$ cat src/rtl/swp_pkg.sv
// Shared constants and types for the software write protection sequencer.
// Assumes a 15-bit in-block byte offset and 8-bit data bytes.
package swp_pkg;
    localparam int OFS_W = 15;
    localparam int DAT_W = 8;

    localparam logic [OFS_W-1:0] ADR_HEAD = 15'h5555;
    localparam logic [OFS_W-1:0] ADR_KEY  = 15'h2AAA;

    localparam logic [DAT_W-1:0] DAT_HEAD    = 8'hAA;
    localparam logic [DAT_W-1:0] DAT_KEY     = 8'h55;
    localparam logic [DAT_W-1:0] DAT_ARM     = 8'hA0;
    localparam logic [DAT_W-1:0] DAT_PRE     = 8'h80;
    localparam logic [DAT_W-1:0] DAT_RELEASE = 8'h20;

    // Classification of one write against the command vocabulary
    typedef enum logic [2:0] {
        K_OTHER,
        K_HEAD,
        K_KEY,
        K_ARM,
        K_PRE,
        K_RELEASE
    } step_kind_t;

    // Per-block matching state
    typedef enum logic [2:0] {
        ST_IDLE,
        ST_HEAD,
        ST_KEY,
        ST_PRE,
        ST_HEAD2,
        ST_KEY2,
        ST_LOAD
    } match_st_t;
endpackage

$ cat src/rtl/swp_step_decode.sv
// Classifies one byte write (offset + data) as a command step or as plain data.
// Purely combinational; shared by all blocks since only the offset matters.
module swp_step_decode
    import swp_pkg::*;
(
    input  logic [OFS_W-1:0] ofs,
    input  logic [DAT_W-1:0] data,
    output step_kind_t       kind
);
    // Match the address/data pair against the five command steps
    always_comb begin
        kind = K_OTHER;
        if (ofs == ADR_KEY && data == DAT_KEY) begin
            kind = K_KEY;
        end else if (ofs == ADR_HEAD) begin
            unique case (data)
                DAT_HEAD:    kind = K_HEAD;
                DAT_ARM:     kind = K_ARM;
                DAT_PRE:     kind = K_PRE;
                DAT_RELEASE: kind = K_RELEASE;
                default:     kind = K_OTHER;
            endcase
        end
    end
endmodule

$ cat src/rtl/swp_block_fsm.sv
// Command matcher, page window and retained protection flag for one block.
// Assumes sel is a one-cycle strobe already qualified by block index and reset,
// and that cycle_done marks the end of the write period opened by a command.
module swp_block_fsm
    import swp_pkg::*;
#(
    parameter int PAGE_MAX = 64
) (
    input  logic       clk,
    input  logic       rst_n,
    input  logic       fresh_n,
    input  logic       sel,
    input  step_kind_t kind,
    input  logic       cycle_done,
    output logic       allow,
    output logic       dummy,
    output logic       flag
);
    localparam int CNT_W = $clog2(PAGE_MAX + 1);
    localparam logic [CNT_W-1:0] CAP = CNT_W'(PAGE_MAX);

    match_st_t        st, eff_st, nxt_st;
    logic [CNT_W-1:0] cnt, nxt_cnt;
    logic             pend_set, nxt_pend;
    logic             eff_flag;
    logic             adv;

    // Apply a window close first so a same-cycle write sees the new flag
    always_comb begin
        eff_st   = st;
        eff_flag = flag;
        if (cycle_done && st == ST_LOAD) begin
            eff_st   = ST_IDLE;
            eff_flag = pend_set;
        end
    end

    // Judge the current write and compute the next matching state
    always_comb begin
        nxt_st   = eff_st;
        nxt_cnt  = cnt;
        nxt_pend = pend_set;
        allow    = 1'b0;
        dummy    = 1'b0;
        adv      = 1'b1;
        if (sel) begin
            if (eff_st == ST_LOAD) begin
                if (cnt < CAP) begin
                    allow   = 1'b1;
                    nxt_cnt = cnt + 1'b1;
                end
            end else begin
                unique case (eff_st)
                    ST_IDLE:  if (kind == K_HEAD) nxt_st = ST_HEAD; else adv = 1'b0;
                    ST_HEAD:  if (kind == K_KEY)  nxt_st = ST_KEY;  else adv = 1'b0;
                    ST_KEY: begin
                        if (kind == K_ARM) begin
                            nxt_st   = ST_LOAD;
                            nxt_pend = 1'b1;
                            nxt_cnt  = '0;
                        end else if (kind == K_PRE) begin
                            nxt_st = ST_PRE;
                        end else begin
                            adv = 1'b0;
                        end
                    end
                    ST_PRE:   if (kind == K_HEAD) nxt_st = ST_HEAD2; else adv = 1'b0;
                    ST_HEAD2: if (kind == K_KEY)  nxt_st = ST_KEY2;  else adv = 1'b0;
                    ST_KEY2: begin
                        if (kind == K_RELEASE) begin
                            nxt_st   = ST_LOAD;
                            nxt_pend = 1'b0;
                            nxt_cnt  = '0;
                        end else begin
                            adv = 1'b0;
                        end
                    end
                    default:  adv = 1'b0;
                endcase
                if (!adv) begin
                    if (kind == K_HEAD) begin
                        nxt_st = ST_HEAD;
                    end else begin
                        nxt_st = ST_IDLE;
                        allow  = !eff_flag;
                        dummy  = eff_flag;
                    end
                end
            end
        end
    end

    // Matching state, window byte count and pending flag value
    always_ff @(posedge clk) begin
        if (!rst_n) begin
            st       <= ST_IDLE;
            cnt      <= '0;
            pend_set <= 1'b0;
        end else begin
            st       <= nxt_st;
            cnt      <= nxt_cnt;
            pend_set <= nxt_pend;
        end
    end

    // Retained protection flag: only the first-power-up clear resets it
    always_ff @(posedge clk) begin
        if (!fresh_n) begin
            flag <= 1'b0;
        end else if (rst_n) begin
            flag <= eff_flag;
        end
    end

    AST_CNT_BOUND: assert property (@(posedge clk) disable iff (!rst_n)
        cnt <= CAP);
    AST_FLAG_MOVES_AT_CLOSE: assert property (@(posedge clk) disable iff (!fresh_n)
        ($past(fresh_n) && flag != $past(flag)) |-> ($past(cycle_done) && $past(st) == ST_LOAD));
    AST_RISE_FROM_ARM: assert property (@(posedge clk) disable iff (!fresh_n)
        ($past(fresh_n) && $rose(flag)) |-> $past(pend_set));
    AST_FALL_FROM_RELEASE: assert property (@(posedge clk) disable iff (!fresh_n)
        ($past(fresh_n) && $fell(flag)) |-> !$past(pend_set));
endmodule

$ cat src/rtl/swp_sequencer.sv
// Top of the software write protection sequencer: splits the address into
// block index and offset, classifies each write, and runs one matcher per block.
// Assumes at most one write strobe per cycle and NUM_BLK a power of two.
module swp_sequencer
    import swp_pkg::*;
#(
    parameter int NUM_BLK  = 4,
    parameter int PAGE_MAX = 64
) (
    input  logic                           clk,
    input  logic                           rst_n,
    input  logic                           fresh_n,
    input  logic                           wr_stb,
    input  logic [$clog2(NUM_BLK)+OFS_W-1:0] wr_addr,
    input  logic [DAT_W-1:0]               wr_data,
    input  logic                           cycle_done,
    output logic                           wr_allow,
    output logic                           dummy_start,
    output logic [NUM_BLK-1:0]             prot_flags
);
    localparam int BLK_W  = $clog2(NUM_BLK);
    localparam int ADDR_W = BLK_W + OFS_W;

    logic [BLK_W-1:0]   blk_idx;
    logic [OFS_W-1:0]   ofs;
    step_kind_t         kind;
    logic [NUM_BLK-1:0] sel_v, allow_v, dummy_v;

    // Split the byte address into block index and in-block offset
    always_comb begin
        blk_idx = wr_addr[ADDR_W-1:OFS_W];
        ofs     = wr_addr[OFS_W-1:0];
    end

    swp_step_decode u_decode (
        .ofs  (ofs),
        .data (wr_data),
        .kind (kind)
    );

    for (genvar b = 0; b < NUM_BLK; b++) begin : g_blk
        // Steer the strobe to the addressed block only
        always_comb sel_v[b] = wr_stb && rst_n && (blk_idx == BLK_W'(b));

        swp_block_fsm #(.PAGE_MAX(PAGE_MAX)) u_fsm (
            .clk        (clk),
            .rst_n      (rst_n),
            .fresh_n    (fresh_n),
            .sel        (sel_v[b]),
            .kind       (kind),
            .cycle_done (cycle_done),
            .allow      (allow_v[b]),
            .dummy      (dummy_v[b]),
            .flag       (prot_flags[b])
        );
    end

    // Merge the per-block verdicts; only the selected block can assert
    always_comb begin
        wr_allow    = |allow_v;
        dummy_start = |dummy_v;
    end

    AST_VERDICT_EXCL: assert property (@(posedge clk) disable iff (!rst_n)
        !(wr_allow && dummy_start));
    AST_VERDICT_NEEDS_STB: assert property (@(posedge clk) disable iff (!rst_n)
        (wr_allow || dummy_start) |-> wr_stb);
    AST_DUMMY_ONLY_PROTECTED: assert property (@(posedge clk) disable iff (!rst_n)
        dummy_start |-> (prot_flags[blk_idx] || cycle_done));
    AST_ONE_BLOCK: assert property (@(posedge clk) disable iff (!rst_n)
        $onehot0(allow_v | dummy_v));
endmodule

$ cat config.mk
export PLATFORM = sky130hd
export DESIGN_NAME = swp_sequencer
export DESIGN_NICKNAME = d
export VERILOG_FILES = /design/src/rtl/swp_pkg.sv /design/src/rtl/swp_step_decode.sv /design/src/rtl/swp_block_fsm.sv /design/src/rtl/swp_sequencer.sv
export SDC_FILE = /design/constraint.sdc
export NUM_CORES = 1
export LEC_CHECK = 0
export CORE_AREA = 3 3 107 109
export CTS_CLUSTER_SIZE = 16
export DETAILED_ROUTE_END_ITERATION = 12
export DIE_AREA = 0 0 110 112
export GPL_TIMING_DRIVEN = 0
export PLACE_DENSITY_LB_ADDON = 0.15
export SLEW_MARGIN = 40
export SYNTH_ARGS = -nofsm -noshare
export SYNTH_HDL_FRONTEND = slang
export SYNTH_SLANG_ARGS = --single-unit
export TNS_END_PERCENT = 50
$ cat constraint.sdc
create_clock -name clk -period 3.85 [get_ports clk]
set_clock_uncertainty 0.15 [all_clocks]
set_input_delay 0.77 -clock clk [delete_from_list [all_inputs] [get_ports clk]]
set_output_delay 0.77 -clock clk [all_outputs]
set_load 0.005 [all_outputs]
== Word level (Yosys, flattened, before mapping) ==
Cells that the tools add are included.
W data, S select, Z words.

* Add/sub/neg operators: 4
* Order comparisons: 4
* Eq/ne operators: 63
* Mux-type cells: 129
* Bitwise gates (word level): 4
* Reductions and logical operators: 45

{| class="wikitable"
|+ Operators with widths
! cell !! count
|-
| $mux W3 || 46
|-
| $pmux W3 S6 || 4
|-
| $mux W7 || 10
|-
| $mux W1 || 56
|-
| $pmux W7 S2 || 4
|-
| $eq A3 B3 Y1 const B || 18
|-
| $reduce_and A5 Y1 || 8
|-
| $eq A3 B2 Y1 const B || 10
|-
| $add A7 B1 Y7 const B || 4
|-
| $lt A7 B7 Y1 const B || 4
|-
| $eq A8 B8 Y1 const B || 3
|-
| $ne A2 B2 Y1 const B || 10
|-
| $ne A3 B2 Y1 const B || 6
|-
| $pmux W1 S4 || 4
|-
| $reduce_or A2 Y1 || 8
|-
| $eq A15 B14 Y1 const B || 1
|-
| $eq A15 B15 Y1 const B || 1
|-
| $eq A3 B1 Y1 const B || 5
|-
| $logic_not A3 Y1 || 4
|-
| $pmux W3 S4 || 1
|-
| $reduce_bool A3 Y1 || 4
|-
| $logic_and A1 B1 Y1 || 10
|-
| $eq A8 B6 Y1 const B || 1
|-
| $eq A8 B7 Y1 const B || 1
|-
| 10 further kinds || 26
|}

* Register bits after elaboration: 48
* Input port bits: 30
* Output and inout bits: 6

== Depth between registers and ports, before layout ==
* Depth after elaboration: 14
* Depth in mapped cells: 10

== Modules after synthesis ==
Synthesis repeated with hierarchy kept, for this count alone.

* Cells, all modules: 490
* Area, all modules: 3839.9 um^2

{| class="wikitable"
|+ Modules (own cells, without submodules)
! module !! times used !! cells each !! area each (um^2)
|-
| swp_block_fsm at g_blk[2].u_fsm ... || 2 || 119 || 927.1
|-
| swp_block_fsm at g_blk[1].u_fsm || 1 || 114 || 910.9
|-
| swp_block_fsm at g_blk[0].u_fsm || 1 || 109 || 835.8
|-
| swp_step_decode || 1 || 23 || 185.2
|-
| swp_sequencer || 1 || 6 || 53.8
|}

== Worst setup path before layout ==
OpenSTA, ideal clock, no wires.

* Path kind: in2out
* Start: input port wr_data[5]
* End: output port dummy_start
* Arrival: 2.383 ns
* Setup slack: 0.547 ns
* Stages on the path: 8
* Buffers on the path: 1
* Path through: buf_2 -> nor4bb_1 -> nand4_1 -> or4_1 -> nand3_1 -> a21o_1 -> o32ai_1 -> o31a_1

* Cells in the longest elaborated chain, start to end: 14
* Elaborated cells on any way between the ends: 48

{| class="wikitable"
|+ Ends and longest elaborated chain
! item !! line !! source
|-
| from (decl) || swp_sequencer.sv:15 || <nowiki>input logic [DAT_W-1:0] wr_data,</nowiki>
|-
| $eq A8 B6 Y1 or $eq A8 B8 Y1 (tied branches) || swp_step_decode.sv:16 || <nowiki>unique case (data)</nowiki>
|-
| $pmux W3 S4 || swp_step_decode.sv:16 ||
|-
| $mux W3 || swp_step_decode.sv:15 || <nowiki>end else if (ofs == ADR_HEAD) begin</nowiki>
|-
| $mux W3 (*) || swp_step_decode.sv:13 || <nowiki>if (ofs == ADR_KEY && data == DAT_KEY) begin</nowiki>
|-
| $eq A3 B3 Y1 || swp_block_fsm.sv:61 || <nowiki>end else if (kind == K_PRE) begin</nowiki>
|-
| $mux W1 || swp_block_fsm.sv:61 ||
|-
| $mux W1 || swp_block_fsm.sv:57 || <nowiki>if (kind == K_ARM) begin</nowiki>
|-
| $pmux W1 S4 || swp_block_fsm.sv:53 || <nowiki>unique case (eff_st)</nowiki>
|-
| $mux W1 || swp_block_fsm.sv:47 || <nowiki>if (eff_st == ST_LOAD) begin</nowiki>
|-
| $mux W1 || swp_block_fsm.sv:46 || <nowiki>if (sel) begin</nowiki>
|-
| $mux W1 || swp_block_fsm.sv:80 || <nowiki>if (!adv) begin</nowiki>
|-
| $mux W1 || swp_block_fsm.sv:47 ||
|-
| $mux W1 || swp_block_fsm.sv:46 ||
|-
| $reduce_or A4 Y1 (*) || swp_sequencer.sv:61 || <nowiki>dummy_start = |dummy_v;</nowiki>
|-
| to (decl) || swp_sequencer.sv:18 || <nowiki>output logic dummy_start,</nowiki>
|}

Every way passes the cells marked *; elsewhere a longest branch is shown, timed or not. The select of a mux whose other input is x is not followed.

== Worst setup path in the final report ==
* Start: input port wr_data[4]
* End: output port dummy_start

The elaborated chain is that of the path after synthesis.

==> metrics.txt <==
most common cell after layout, fill and taps aside nor2_1; clock power share 34.0%; layout cells sized above 1 17.41%; syn nets 529; via density per instance 5.912; DRT antenna net count 0; vias in the first global route 4040; Post-synth EDFFs 0; Peak VDD IR 0.1475 mV; CP Capture Type output port; final setup margin 0.08979 ns; FF-to-FF setup slack 1.58 ns; Layout area overhead 27.12%; hold_ws 0.3466 ns; IO Pins 36; fillers 1106; worst slew margin relative to its limit 52.77%; Starting Density 34.58%; clk sink count 48; critical path fanouts, max 5; Core Area 0.01070 mm2; PortBufs 34; Worst-path clk slew 0.09 ns; final worst-path cycle share 97.67%; RSZ-0062 raised after global routing true; Setup CP Type input port to output port; fin crit period 3.760 ns; Die Area 0.01232 mm2; root buf cell clkbuf_8; Syn Std Cell Area 0.003700 mm2; Reg-to-Reg Start g_blk[3].u_fsm.st[2]; Yosys cell types 75; Die Wd 110 um; ys async rst share 0%; FF/Latch Area 960.9 um2; # hold bufs at CTS 0; initial antenna violation count 0; Total GRT Usage 21.10%; Avg Inst Size Synth 7.474 um2; Max Slew Vio Count 0; crit path launch type input port; setup TNS 0 ns; fin util 43.96%; final count of negative-setup-slack endpoints 0; fmax 265.9 MHz; finished layout cell area 0.004703 mm2; register area share after synthesis 25.97%; Multi-input gate area 0.002786 mm2; switch share 27.78%; Worst Setup SP wr_data[4]; CTS tree built; maxcap violations 0; vias 4121; #FFs+latches synth 48; Placer Congestion 0.9052; commonest non-fill, non-tap cells in the layout nor2_1 (53), nand2_1 (49), dfxtp_1 (48), a21oi_1 (31), buf_4 (25); NetSw 272.0 uW; DR pass1 iterations 5; Worst Reg2Reg Path Length in Cells 8; first-pass GRT wire length 20.71 mm; initial DRC count 330; Logic pwr share 14.3%; htree depth 2; dpl cell area 0.004220 mm2; crit path DAT 2.84 ns; Leak Pwr 1.671 nW; synth warn 0; clock buffer count from CTS 5; Worst Tran Pin Value 0.7085 ns; CTS max path bufs 2; Die H 112 um; GR Overflow Total 0; number of remaining DRC errors 0; Critical R2R Capture g_blk[3].u_fsm.st[2]; pre-CTS setup slack -0.9183 ns; detailed-route wire length 12.61 mm; worst-skew pair later-pin latency 0.32 ns; ys flop type dfxtp_1; status finished clean; hpwl dp 9.119 mm; CP required 2.93 ns; post-synthesis instance total 495; largest net degree at the start of global routing 15; P per Cell Area 208.2 mW/mm2; NumNets Final 590; Fin. Hold Viols 0; design internal power 707.0 uW; DR WL/cell 18.09 um; Seq pwr share 51.7%; Worst Hold Class flip-flop to flip-flop; end point of the critical path dummy_start; # rows 38; ANT cells 0
-- per-layer routing --
| metal | GRT usage (%) | vias to the layer above | routed length (um) |
|---|---|---|---|
| met4 | 7.149 | 0 | 312 |
| met1 | 28.70 | 1989 | 5537 |
| met3 | 2.841 | 25 | 659 |
| met2 | 34.02 | 134 | 6097 |
| met5 | 0 | - | 0 |
| li1 | - | 1973 | - |
-- worst min path at each step --
stage                         endpoint  depth (start not counted)                     from  slack, ns
3_3_place_gp     g_blk[1].u_fsm.cnt[1]                          2    g_blk[1].u_fsm.cnt[1]       0.32
5_1_grt          g_blk[1].u_fsm.cnt[1]                          2    g_blk[1].u_fsm.cnt[1]       0.38
4_1_cts        g_blk[1].u_fsm.pend_set                          2  g_blk[1].u_fsm.pend_set       0.35
2_1_floorplan    g_blk[1].u_fsm.cnt[5]                          1    g_blk[1].u_fsm.cnt[5]       0.30
6_report         g_blk[1].u_fsm.cnt[5]                          1    g_blk[1].u_fsm.cnt[5]       0.35
3_5_place_dp     g_blk[1].u_fsm.cnt[5]                          1    g_blk[1].u_fsm.cnt[5]       0.33
-- registers in the layout (all words and copies together), names as in the netlist --
| signal | flops |
|---|---|
| g_blk.u_fsm.cnt | 28 |
| g_blk.u_fsm.flag | 4 |
| g_blk.u_fsm.pend_set | 4 |
| g_blk.u_fsm.st | 12 |
-- critical path, stage by stage --
cell           delay [ns]
dlygate4sd2_1        0.27
or3_4                0.43
nor3_4               0.15
buf_6                0.14
nand2_1              0.08
o311a_1              0.37
o21ai_4              0.10
a211oi_2             0.10
o31a_1               0.30
buf_2                0.13
-- area by class of cell --
cell class / count / share of cell area, %
Clock buffer: 7 / 1.836
Clock inverter: 1 / 0.1596
Buffer: 29 / 3.724
Sequential cell: 48 / 20.43
Timing Repair Buffer: 55 / 9.604
Inverter: 16 / 1.277
Tap cell: 140 / 3.724
Multi-Input combinational cell: 401 / 59.24
-- cells by family (layout without fill, tap and decap cells) --
logic type               Yosys count  after routing  share of synthesized area (%)
AND/OR/NAND/NOR                  248            248                          37.20
adder cells (fa/ha/maj)            4              4                          1.353
buffers and inverters             46            108                          5.478
flip-flops                        48             48                          25.97
multiplexers                      14             14                          4.126
XOR/XNOR                          10             10                          2.367
AO/OA/AOI/OAI                    125            125                          23.50
-- synth_stat cells, types with 5 or more instances --
cell type,instances,area [um2]
buf_2,6,30.03
nor2b_1,10,62.56
inv_1,14,52.55
nand2b_1,9,56.30
and3_1,6,37.54
nor4bb_1,6,60.06
nand4b_1,5,43.79
xnor2_1,6,52.55
a31oi_1,7,43.79
nand2_1,51,191.4
o22ai_1,5,31.28
nand3b_1,8,60.06
a211oi_1,8,60.06
nor2_1,56,210.2
clkbuf_1,17,63.81
nand4_1,19,118.9
buf_4,6,45.04
mux2i_1,13,130.1
nand3_1,18,90.09
a21oi_1,32,160.2
or3_1,5,31.28
o21ai_0,21,105.1
nor3_1,24,120.1
dfxtp_1,48,960.9
and4_1,5,43.79
-- what timing repair did --
action	4_1_cts	5_1_grt
buffers inserted	16	4
resized for setup	77	25
endpoints found under the setup margin	2	2
cloned	1	0
endpoints found under the hold margin	0	0
pin swaps	22	17
-- power groups by stage --
stage | clock network, mW | registers [mW] | logic (mW)
after detailed placement | 0 | 0.517 | 0.129
final | 0.333 | 0.506 | 0.140
after CTS | 0.345 | 0.506 | 0.134
after global placement | 0 | 0.517 | 0.129
after floorplan | 0 | 0.515 | 0.0613
after global routing | 0.365 | 0.507 | 0.151
-- metrics by stage --
stage | power, mW | instances
2_1_floorplan | 0.5767 | 495
3_3_place_gp | 0.6458 | 669
3_5_place_dp | 0.6460 | 669
4_1_cts | 0.9856 | 693
5_1_grt | 1.023 | 697
6_report | 0.9790 | 697
(Power assumes the default switching activity.)
